**src/rtl/alu8_pkg.sv**
```systemverilog
package alu8_pkg;
  localparam int SRW = 8;
  localparam int SIW = $clog2(SRW);

  localparam int FC = 0;
  localparam int FZ = 1;
  localparam int FN = 2;
  localparam int FV = 3;
  localparam int FS = 4;
  localparam int FH = 5;

  typedef enum logic [4:0] {
    OP_ADD = 5'd0,  OP_ADC = 5'd1,  OP_SUB = 5'd2,  OP_SBC = 5'd3,
    OP_CP  = 5'd4,  OP_CPC = 5'd5,  OP_NEG = 5'd6,  OP_AND = 5'd7,
    OP_OR  = 5'd8,  OP_EOR = 5'd9,  OP_COM = 5'd10, OP_INC = 5'd11,
    OP_DEC = 5'd12, OP_LSL = 5'd13, OP_ROL = 5'd14, OP_LSR = 5'd15,
    OP_ROR = 5'd16, OP_ASR = 5'd17, OP_SWP = 5'd18, OP_FST = 5'd19,
    OP_FCL = 5'd20
  } alu_op_e;

  // Which status bits an operation owns (C,Z,N,V,S,H = bits 0..5)
  function automatic logic [SRW-1:0] flag_mask(input alu_op_e op);
    case (op)
      OP_ADD, OP_ADC, OP_SUB, OP_SBC, OP_CP, OP_CPC, OP_NEG,
      OP_LSL, OP_ROL:                        flag_mask = 8'h3F;
      OP_COM, OP_LSR, OP_ROR, OP_ASR:        flag_mask = 8'h1F;
      OP_AND, OP_OR, OP_EOR, OP_INC, OP_DEC: flag_mask = 8'h1E;
      default:                               flag_mask = 8'h00;
    endcase
  endfunction

  function automatic logic op_writes(input alu_op_e op);
    case (op)
      OP_ADD, OP_ADC, OP_SUB, OP_SBC, OP_NEG, OP_AND, OP_OR, OP_EOR,
      OP_COM, OP_INC, OP_DEC, OP_LSL, OP_ROL, OP_LSR, OP_ROR, OP_ASR,
      OP_SWP:  op_writes = 1'b1;
      default: op_writes = 1'b0;
    endcase
  endfunction
endpackage

```
**src/rtl/alu8_addsub.sv**
```systemverilog
module alu8_addsub #(
  parameter int DW = 8
) (
  input  logic [DW-1:0] a,
  input  logic [DW-1:0] b,
  input  logic          cin,
  input  logic          sub,
  output logic [DW-1:0] r,
  output logic          c,
  output logic          h,
  output logic          v
);
  localparam int HB = DW / 2;
  localparam int M  = DW - 1;

  logic [DW-1:0] bop;
  logic          ci;
  logic [DW:0]   sum;
  logic [HB:0]   lo;

  // Subtraction as a + ~b + 1 - borrow; carry outputs invert into borrows
  always_comb begin
    bop = sub ? ~b : b;
    ci  = sub ? ~cin : cin;
    sum = {1'b0, a} + {1'b0, bop} + {{DW{1'b0}}, ci};
    lo  = {1'b0, a[HB-1:0]} + {1'b0, bop[HB-1:0]} + {{HB{1'b0}}, ci};
    r   = sum[DW-1:0];
    c   = sub ? ~sum[DW] : sum[DW];
    h   = sub ? ~lo[HB] : lo[HB];
    v   = (a[M] == bop[M]) && (r[M] != a[M]);
  end
endmodule

```
**src/rtl/alu8_bitops.sv**
```systemverilog
module alu8_bitops
  import alu8_pkg::*;
#(
  parameter int DW = 8
) (
  input  alu_op_e       op,
  input  logic [DW-1:0] a,
  input  logic [DW-1:0] b,
  input  logic          cin,
  output logic [DW-1:0] r,
  output logic          c,
  output logic          v
);
  localparam int HB = DW / 2;
  localparam int M  = DW - 1;
  localparam logic [DW-1:0] ONE  = {{(DW-1){1'b0}}, 1'b1};
  localparam logic [DW-1:0] SMIN = {1'b1, {(DW-1){1'b0}}};
  localparam logic [DW-1:0] SMAX = {1'b0, {(DW-1){1'b1}}};

  always_comb begin
    r = a;
    c = cin;
    v = 1'b0;
    case (op)
      OP_AND: r = a & b;
      OP_OR:  r = a | b;
      OP_EOR: r = a ^ b;
      OP_COM: begin r = ~a; c = 1'b1; end
      OP_INC: begin r = a + ONE; v = (r == SMIN); end
      OP_DEC: begin r = a - ONE; v = (r == SMAX); end
      OP_LSL: begin r = {a[M-1:0], 1'b0}; c = a[M]; end
      OP_ROL: begin r = {a[M-1:0], cin};  c = a[M]; end
      OP_LSR: begin r = {1'b0, a[M:1]};   c = a[0]; end
      OP_ROR: begin r = {cin, a[M:1]};    c = a[0]; end
      OP_ASR: begin r = {a[M], a[M:1]};   c = a[0]; end
      OP_SWP: r = {a[HB-1:0], a[DW-1:HB]};
      default: r = a;
    endcase
    if (op inside {OP_LSL, OP_ROL, OP_LSR, OP_ROR, OP_ASR})
      v = r[M] ^ c;
  end
endmodule

```
**src/rtl/alu8_flags.sv**
```systemverilog
module alu8_flags
  import alu8_pkg::*;
#(
  parameter int DW = 8
) (
  input  logic           clk,
  input  logic           rst,
  input  logic           go_i,
  input  logic [4:0]     op_i,
  input  logic [DW-1:0]  opa_i,
  input  logic [DW-1:0]  opb_i,
  input  logic [SIW-1:0] bsel_i,
  output logic [DW-1:0]  res_o,
  output logic           res_we_o,
  output logic [SRW-1:0] sreg_o
);
  localparam int HB = DW / 2;
  localparam int M  = DW - 1;

  alu_op_e       op;
  logic [DW-1:0] ax, ay, ar, br, rr;
  logic          aci, asub, ac, ah, av, bc, bv;
  logic          is_arith, chain_z;
  logic [SRW-1:0] nf, mask, nxt;

  assign op = alu_op_e'(op_i);

  always_comb begin
    ax   = opa_i;
    ay   = opb_i;
    aci  = 1'b0;
    asub = 1'b1;
    case (op)
      OP_ADD:         asub = 1'b0;
      OP_ADC:         begin asub = 1'b0; aci = sreg_o[FC]; end
      OP_SBC, OP_CPC: aci = sreg_o[FC];
      OP_NEG:         begin ax = '0; ay = opa_i; end
      default:        asub = 1'b1;
    endcase
  end

  alu8_addsub #(.DW(DW)) u_as (
    .a(ax), .b(ay), .cin(aci), .sub(asub), .r(ar), .c(ac), .h(ah), .v(av)
  );

  alu8_bitops #(.DW(DW)) u_bo (
    .op(op), .a(opa_i), .b(opb_i), .cin(sreg_o[FC]), .r(br), .c(bc), .v(bv)
  );

  assign is_arith = op inside {OP_ADD, OP_ADC, OP_SUB, OP_SBC, OP_CP, OP_CPC, OP_NEG};
  assign chain_z  = op inside {OP_SBC, OP_CPC};
  assign rr       = is_arith ? ar : br;
  assign mask     = flag_mask(op);

  always_comb begin
    nf     = '0;
    nf[FC] = is_arith ? ac : bc;
    nf[FH] = is_arith ? ah : opa_i[HB-1];
    nf[FN] = rr[M];
    nf[FV] = is_arith ? av : bv;
    nf[FZ] = (rr == '0) && (!chain_z || sreg_o[FZ]);
    nf[FS] = nf[FN] ^ nf[FV];
    nxt    = (sreg_o & ~mask) | (nf & mask);
    if (op == OP_FST) nxt[bsel_i] = 1'b1;
    if (op == OP_FCL) nxt[bsel_i] = 1'b0;
  end

  always_ff @(posedge clk) begin
    if (rst) begin
      sreg_o   <= '0;
      res_o    <= '0;
      res_we_o <= 1'b0;
    end else if (go_i) begin
      sreg_o   <= nxt;
      res_we_o <= op_writes(op);
      if (op_writes(op)) res_o <= rr;
    end else begin
      res_we_o <= 1'b0;
    end
  end

  a_r1_reset_state: assert property (@(posedge clk)
    rst |=> (sreg_o == '0 && res_o == '0 && !res_we_o));

  a_r2_idle_holds: assert property (@(posedge clk) disable iff (rst)
    !go_i |=> (!res_we_o && $stable(sreg_o) && $stable(res_o)));

  a_r3_sign_rule: assert property (@(posedge clk) disable iff (rst)
    (go_i && op_i <= 5'd6) |=> (sreg_o[FS] == (sreg_o[FN] ^ sreg_o[FV])));

  a_r6_compare_nowrite: assert property (@(posedge clk) disable iff (rst)
    (go_i && (op_i == 5'd4 || op_i == 5'd5)) |=> (!res_we_o && $stable(res_o)));

  a_r7_logic_keeps_ch: assert property (@(posedge clk) disable iff (rst)
    (go_i && op_i >= 5'd7 && op_i <= 5'd9) |=>
      (!sreg_o[FV] && sreg_o[FC] == $past(sreg_o[FC]) && sreg_o[FH] == $past(sreg_o[FH])));

  a_r8_com_carry: assert property (@(posedge clk) disable iff (rst)
    (go_i && op_i == 5'd10) |=> (sreg_o[FC] && !sreg_o[FV]));

  a_r11_swap_flags: assert property (@(posedge clk) disable iff (rst)
    (go_i && op_i == 5'd18) |=> (res_we_o && sreg_o == $past(sreg_o)));

  a_r12_single_flag: assert property (@(posedge clk) disable iff (rst)
    (go_i && (op_i == 5'd19 || op_i == 5'd20)) |=>
      (!res_we_o && $countones(sreg_o ^ $past(sreg_o)) <= 1));
endmodule

```
**config.mk**
```make
export PLATFORM = sky130hd
export DESIGN_NAME = alu8_flags
export DESIGN_NICKNAME = d
export VERILOG_FILES = /design/src/rtl/alu8_pkg.sv /design/src/rtl/alu8_addsub.sv /design/src/rtl/alu8_bitops.sv /design/src/rtl/alu8_flags.sv
export SDC_FILE = /design/constraint.sdc
export NUM_CORES = 1
export LEC_CHECK = 0
export BUFFER_PORTS_ARGS = -buffer_cell sky130_fd_sc_hd__buf_2
export CAP_MARGIN = 20
export CORE_ASPECT_RATIO = 0.5
export CORE_MARGIN = 1
export CORE_UTILIZATION = 40
export DETAILED_ROUTE_END_ITERATION = 10
export GPL_ROUTABILITY_DRIVEN = 0
export PLACE_DENSITY_LB_ADDON = 0.25
export SKIP_LAST_GASP = 1
export SLEW_MARGIN = 20
export SYNTH_ARGS = -nofsm -noshare
export SYNTH_HDL_FRONTEND = slang
export SYNTH_SLANG_ARGS = --single-unit
```
**constraint.sdc**
```tcl
create_clock -name clk -period 4.4 [get_ports clk]
set_clock_uncertainty 0.2 [all_clocks]
set_input_delay 0 -clock clk [delete_from_list [all_inputs] [get_ports clk]]
set_output_delay 0 -clock clk [all_outputs]
set_load 0.02 [all_outputs]
```
* Word level (Yosys, flattened, before mapping)
Memory sizes are Yosys's and may differ from the RTL's. A register that Yosys moved wholly into a read port is not among the register bits. Cells that the tools add are included.
Word-level totals: register bits 16, latch bits 0, RAM bits 0, bits in read-only memories 256, input bits 27, output and inout port bits 17, word-level logic and storage cells 92, memories kept 3
Memories:
- (name not given) | words 32, bits a word 6, rd ports 1, clocked after Yosys merged registers in 0, wr ports 0, line alu8_pkg.sv:23 | case (op)
- (name not given) | words 32, bits a word 1, rd ports 1, clocked after Yosys merged registers in 1, wr ports 0, line alu8_pkg.sv:33 | case (op)
- (name not given) | words 32, bits a word 1, rd ports 1, clocked after Yosys merged registers in 0, wr ports 0, line alu8_pkg.sv:33
Operators by class: $add $sub $neg 6, $mul 0, divide/modulo/power cells 0, order comparisons 2, equal/unequal tests 24, shift-type cells 0, muxes and demuxes 21, bitwise operators 18, reductions and logical operators 16
Operators with widths (number):
- $pmux 8 s12 | 1
- $mux 8 | 6
- $eq 5x4->1 const B | 8
- $not 8->8 | 4
- $eq 5x5->1 const B | 5
- $and 8x8->8 | 3
- $or 8x8->8 | 3
- $eq 5x3->1 const B | 4
- $mux 1 | 11
- $eq 5x2->1 const B | 2
- $add 8x8->9 | 1
- $add 9x1->9 | 1
- $add 8x1->8 const B | 1
- $and 6x8->8 | 1
- $eq 8x7->1 const B | 1
- $eq 8x8->1 const B | 1
- $logic_not 8->1 | 1
- $sub 8x1->8 const B | 1
- $xor 8x8->8 | 1
- $reduce_bool 7->1 | 1
- $reduce_or 2->1 | 3
- $reduce_or 3->1 | 2
- $add 4x4->5 | 1
- $add 5x1->5 | 1
- 17 further kinds | 23

* Logic depth before layout (Yosys ltp)
depth in word-level cells 16, mapped depth 18, depth with buffers taken out 15

* Hierarchy
Synthesis repeated with hierarchy kept, for this count alone.
Unflattened totals: cells, all modules 428, area, all modules 3226.8 sq um
Modules (own cells, without submodules):
- alu8_bitops | instances 1, cells an instance 213, area each 1403.8 sq um, seq. area each 0.0 sq um
- alu8_flags | instances 1, cells an instance 165, area each 1398.8 sq um, seq. area each 340.3 sq um
- alu8_addsub | instances 1, cells an instance 50, area each 424.2 sq um, seq. area each 0.0 sq um

* Worst setup path after synthesis
Ideal clock, no wire load.
path kind input port to flip-flop, start point input port op_i[3], end point register sreg_o[0], setup time 0.058 ns, arrival 3.410 ns, required time 4.142 ns, setup slack 0.732 ns, stages on the path 15, path buffers 3, cells stage by stage clkbuf_1 buf_1 nor4_1 clkbuf_1 xnor2_1 fa_1 inv_1 fa_1 a31o_2 a21o_1 a21oi_1 o21ai_0 xor2_1 o311ai_0 a21o_1
Between the ends: longest elaborated chain between the ends 15, elaborated cells on any way between the ends 42, classes of those cells add/sub: 2; eq/ne: 14; mux: 10; bitwise: 9; reduce/logical: 6; memory: 1
RTL lines:
- start: declaration | line alu8_flags.sv:9 | input logic [4:0] op_i,
- $eq 5x3->1, or another cell as far along | line alu8_flags.sv:33, alu8_flags.sv:50
- $mux 8 or $reduce_or 3->1 (tied branches)
- $not 8->8 or $mux 1 (tied branches) | line alu8_addsub.sv:23, alu8_flags.sv:33
- $mux 8 or $not 1->1 (tied branches) | line alu8_addsub.sv:23, alu8_addsub.sv:24
- $add 8x8->9 or $mux 1 (tied branches) | line alu8_addsub.sv:25, alu8_addsub.sv:24
- $add 9x1->9 | line alu8_addsub.sv:25 | sum = {1'b0, a} + {1'b0, bop} + {{DW{1'b0}}, ci};
- $not 1->1 | line alu8_addsub.sv:28 | c = sub ? ~sum[DW] : sum[DW];
- $mux 1 | line alu8_addsub.sv:28
- $mux 1 | line alu8_flags.sv:57 | nf[FC] = is_arith ? ac : bc;
- $and 6x8->8 | line alu8_flags.sv:63 | nxt = (sreg_o & ~mask) | (nf & mask);
- $or 8x8->8 | line alu8_flags.sv:63
- $or 8x8->8 (no line)
- $mux 8 | line alu8_flags.sv:64 | if (op == OP_FST) nxt[bsel_i] = 1'b1;
- $and 8x8->8 (no line)
- $mux 8 * | line alu8_flags.sv:65 | if (op == OP_FCL) nxt[bsel_i] = 1'b0;
- end signal: assignment | line alu8_flags.sv:74 | sreg_o <= nxt;
- end: declaration | line alu8_flags.sv:15 | output logic [SRW-1:0] sreg_o
Every way passes the cells marked *; elsewhere a longest branch is shown, timed or not. A chain may end at the register's enable or synchronous reset.

* Final worst setup path
start point input port op_i[1], end point register sreg_o[2]
Between the ends: longest elaborated chain between the ends 13, elaborated cells on any way between the ends 44, classes of those cells add/sub: 2; eq/ne: 20; mux: 9; bitwise: 8; reduce/logical: 4; memory: 1
RTL lines:
- $eq 5x3->1, or another cell as far along | line alu8_flags.sv:33, alu8_flags.sv:50
- $mux 8 or $reduce_or 3->1 (tied branches)
- $not 8->8 or $mux 1 (tied branches) | line alu8_addsub.sv:23, alu8_flags.sv:33
- $mux 8 or $not 1->1 (tied branches) | line alu8_addsub.sv:23, alu8_addsub.sv:24
- $add 8x8->9 or $mux 1 (tied branches) | line alu8_addsub.sv:25, alu8_addsub.sv:24
- $add 9x1->9 | line alu8_addsub.sv:25
- $mux 8 | line alu8_flags.sv:52 | assign rr = is_arith ? ar : br;
- $and 6x8->8 | line alu8_flags.sv:63
- $or 8x8->8 | line alu8_flags.sv:63
- $or 8x8->8 (no line)
- $mux 8 | line alu8_flags.sv:64
- $and 8x8->8 (no line)
- $mux 8 * | line alu8_flags.sv:65
Marks and branches as above.

==> flow_summary.toml <==
[worst_setup_path]
crit_required_ns = 4.40
worst-setup-path-type = "input pin to register"
worstPathArrival_ns = 3.82
path_max_fanout = 10
start_kind = "input pin"
endpoint_kind = "register"

[route]
viasPerCell = 6.31
drc_errors = 16
wirelength_um = 9570
wire_per_inst_um = 17.7
ant_nets = 0
via_count = 3402
first_iter_violations = 612
drt-pass1-iter-count = 8

[timing]
relSlewSlack_pct = 43.1
rsz0062_at_grt = "no"
hold_viol = 0
slew_viol_final = 0
setup_tns_ns = 0
worstMarginPinSlew_ns = 0.846
setup_viol = 0
finalCriticalPeriod_ns = 3.82
max_freq_ghz = 0.261
finalCritPeriodShare_pct = 86.9

[finish]
drive_gt1_share_pct = 13.6
layoutNonFillerInstCount = 539
layout.nets = 508
layout_commonest_cell = "nor2_1"
utilization_pct = 48.3
areaGrowthSynthToFinish_pct = 11.6
diodes = 0
fin_area_um2 = 3380
final_cell_mix = "44 x nor2_1, 43 x buf_2, 31 x ha_1"

[placement]
placed_cell_area_um2 = 3250
place_inst = 530
io_buffers = 43
dp_hpwl_um = 7160

[pwr]
powerDensity_nw_per_um2 = 202
power_switching_mw = 0.273
p_sw_share_pct = 40.0
p_leak_nw = 1.36
pwr-share-comb_pct = 47.8
peakVddDrop_v = 0.000101
pwr-share-clk_pct = 27.1
power_mw = 0.684
internal_power_mw = 0.410
seq_power_share_pct = 25.1

[clock_network]
h-tree-depth = 1
path_clk_slew_ns = 0.05
cts_made_buffers = 3
root_buffer = "clkbuf_16"
clock_latency_ns = 0.25
cts_tree = "yes"
cts_sinks = 17
clk_path_buf_depth = 2

[logic_synthesis]
syn-instance-count = 425
synth.distinct_cells = 70
syn_nets = 485
synth_ff_type = "dfxtp_1"
avgSynthCellArea_um2 = 7.12
synth_edf_count = 0
async_flop_share_pct = 0
ys_warn_count = 0
syn-cell-area_um2 = 3020
ys_seq_area_share_pct = 11.3
synth-seq-cells = 17

[outcome]
status = "finished, violations left"
failed_checks = "DRC"

[floorplan]
start_util_pct = 43.3
num_io_pins = 44
die_area_um2 = 7930
fp.dieW_um = 125
die_y_um = 63.5
core.rowCount = 21
core_um2 = 6990

[global_routing]
grt_pass1_vias = 2822
antenna_found_initial = 0
grt_pass1_wl_um = 15000
grt.overflow.total = 0
track_usage_pct = 23.6
grt_max_degree = 29

[run]
maxCapViolations = 0

[min_path]
hold_path_class = "input pin to register"
-- cell usage after synthesis (3+ instances only) --
| cell | n | share of area (%) |
|---|---|---|
| xor2_1 | 5 | 1.4 |
| a22oi_1 | 6 | 1.5 |
| a311oi_1 | 4 | 1.2 |
| nor2b_1 | 8 | 1.7 |
| inv_1 | 21 | 2.6 |
| nand2_1 | 29 | 3.6 |
| nor3_1 | 13 | 2.2 |
| nand2b_1 | 12 | 2.5 |
| and3_1 | 5 | 1.0 |
| ha_1 | 31 | 13 |
| dfxtp_1 | 17 | 11 |
| a221oi_1 | 6 | 1.7 |
| nand4_1 | 4 | 0.83 |
| o21ai_0 | 26 | 4.3 |
| a211oi_1 | 9 | 2.2 |
| a21oi_1 | 23 | 3.8 |
| mux2i_1 | 4 | 1.3 |
| buf_1 | 4 | 0.50 |
| a221o_1 | 4 | 1.3 |
| o22ai_1 | 13 | 2.7 |
| o21a_1 | 6 | 1.5 |
| o32ai_1 | 3 | 0.87 |
| a222oi_1 | 4 | 1.3 |
| or3_1 | 3 | 0.62 |
| xnor2_1 | 18 | 5.2 |
| nor4_1 | 3 | 0.62 |
| clkbuf_1 | 23 | 2.9 |
| nor2_1 | 44 | 5.5 |
| buf_2 | 4 | 0.66 |
| a21o_1 | 3 | 0.74 |
| a31oi_1 | 5 | 1.0 |
| a41oi_1 | 3 | 0.87 |
| o31ai_1 | 3 | 0.74 |
| o211ai_1 | 6 | 1.5 |
| nand3_1 | 10 | 1.7 |
-- flip-flops by register name, summed over array words and instances, names as in the netlist, named ones only --
register,flops
res_o,8
sreg_o,7
res_we_o,1
-- cells by family after synthesis --
logic type               synth area share [%]
AND/OR/NAND/NOR                          24.6
XOR/XNOR                                 6.66
buffers and inverters                    7.65
adder cells (fa/ha/maj)                  14.1
multiplexers                             1.70
AO/OA/AOI/OAI                            34.0
flip-flops                               11.3
-- per-stage QoR --
step                hold slack, ns  setup WS (ns)
finish                      0.0291          0.576
global route                0.0452          0.327
CTS                         0.0227          0.582
detailed placement           0.177          0.687
global placement             0.164          0.830
floorplan                   0.0131          0.732
-- power by group through the flow --
stage	logic, mW	clock network, mW	registers (mW)
after floorplan	0.220	0	0.186
after global placement	0.315	0	0.174
after detailed placement	0.316	0	0.175
after CTS	0.321	0.189	0.171
after global routing	0.358	0.198	0.173
final	0.327	0.185	0.172
-- critical path: stages --
cell           delay, ns
buf_2               0.15
inv_1               0.08
ha_1                0.40
nor2_1              0.15
nor4_2              0.32
buf_4               0.28
xnor2_1             0.14
ha_1                0.29
nor2b_1             0.19
o2111ai_1           0.16
a31oi_1             0.29
xor2_1              0.21
o22ai_2             0.15
mux2_2              0.31
a31oi_1             0.15
dlygate4sd3_1       0.56
-- final timing paths --
path	start	endpoint	cells past startpoint	slack (ns)
worst min-delay path	bsel_i[0]	register	4	0.03
worst max register to register	sreg_o[0]	sreg_o[2]	11	0.97
worst max-delay path	op_i[1]	sreg_o[2]	16	0.58
worst min register to register	res_o[7]	res_o[7]	2	0.27
-- final cells by class --
type | instances | area (um^2)
Clock buffer | 3 | 75.1
Clock inverter | 1 | 5.00
Fill cell | 742 | 3610
Inverter | 23 | 86.3
Multi-Input combinational cell | 351 | 2460
Sequential cell | 17 | 340
Tap cell | 92 | 115
Timing Repair Buffer | 52 | 295
-- what timing repair did --
| item | in CTS | in global routing |
|---|---|---|
| gates resized for setup | 0 | 0 |
| setup endpoints to repair | 0 | 0 |
| hold buffers | 5 | 0 |
| endpoints found under the hold margin | 14 | 0 |
| buffers inserted | 0 | 0 |
-- routing by layer --
metal	part of all wire [%]	global-route usage, %	wire, um
met3	11	4.42	1090
met2	39	32.8	3750
met5	0	0	0
met4	0.61	4.57	58
met1	49	36.4	4670
Power figures use the tool's default switching activity.
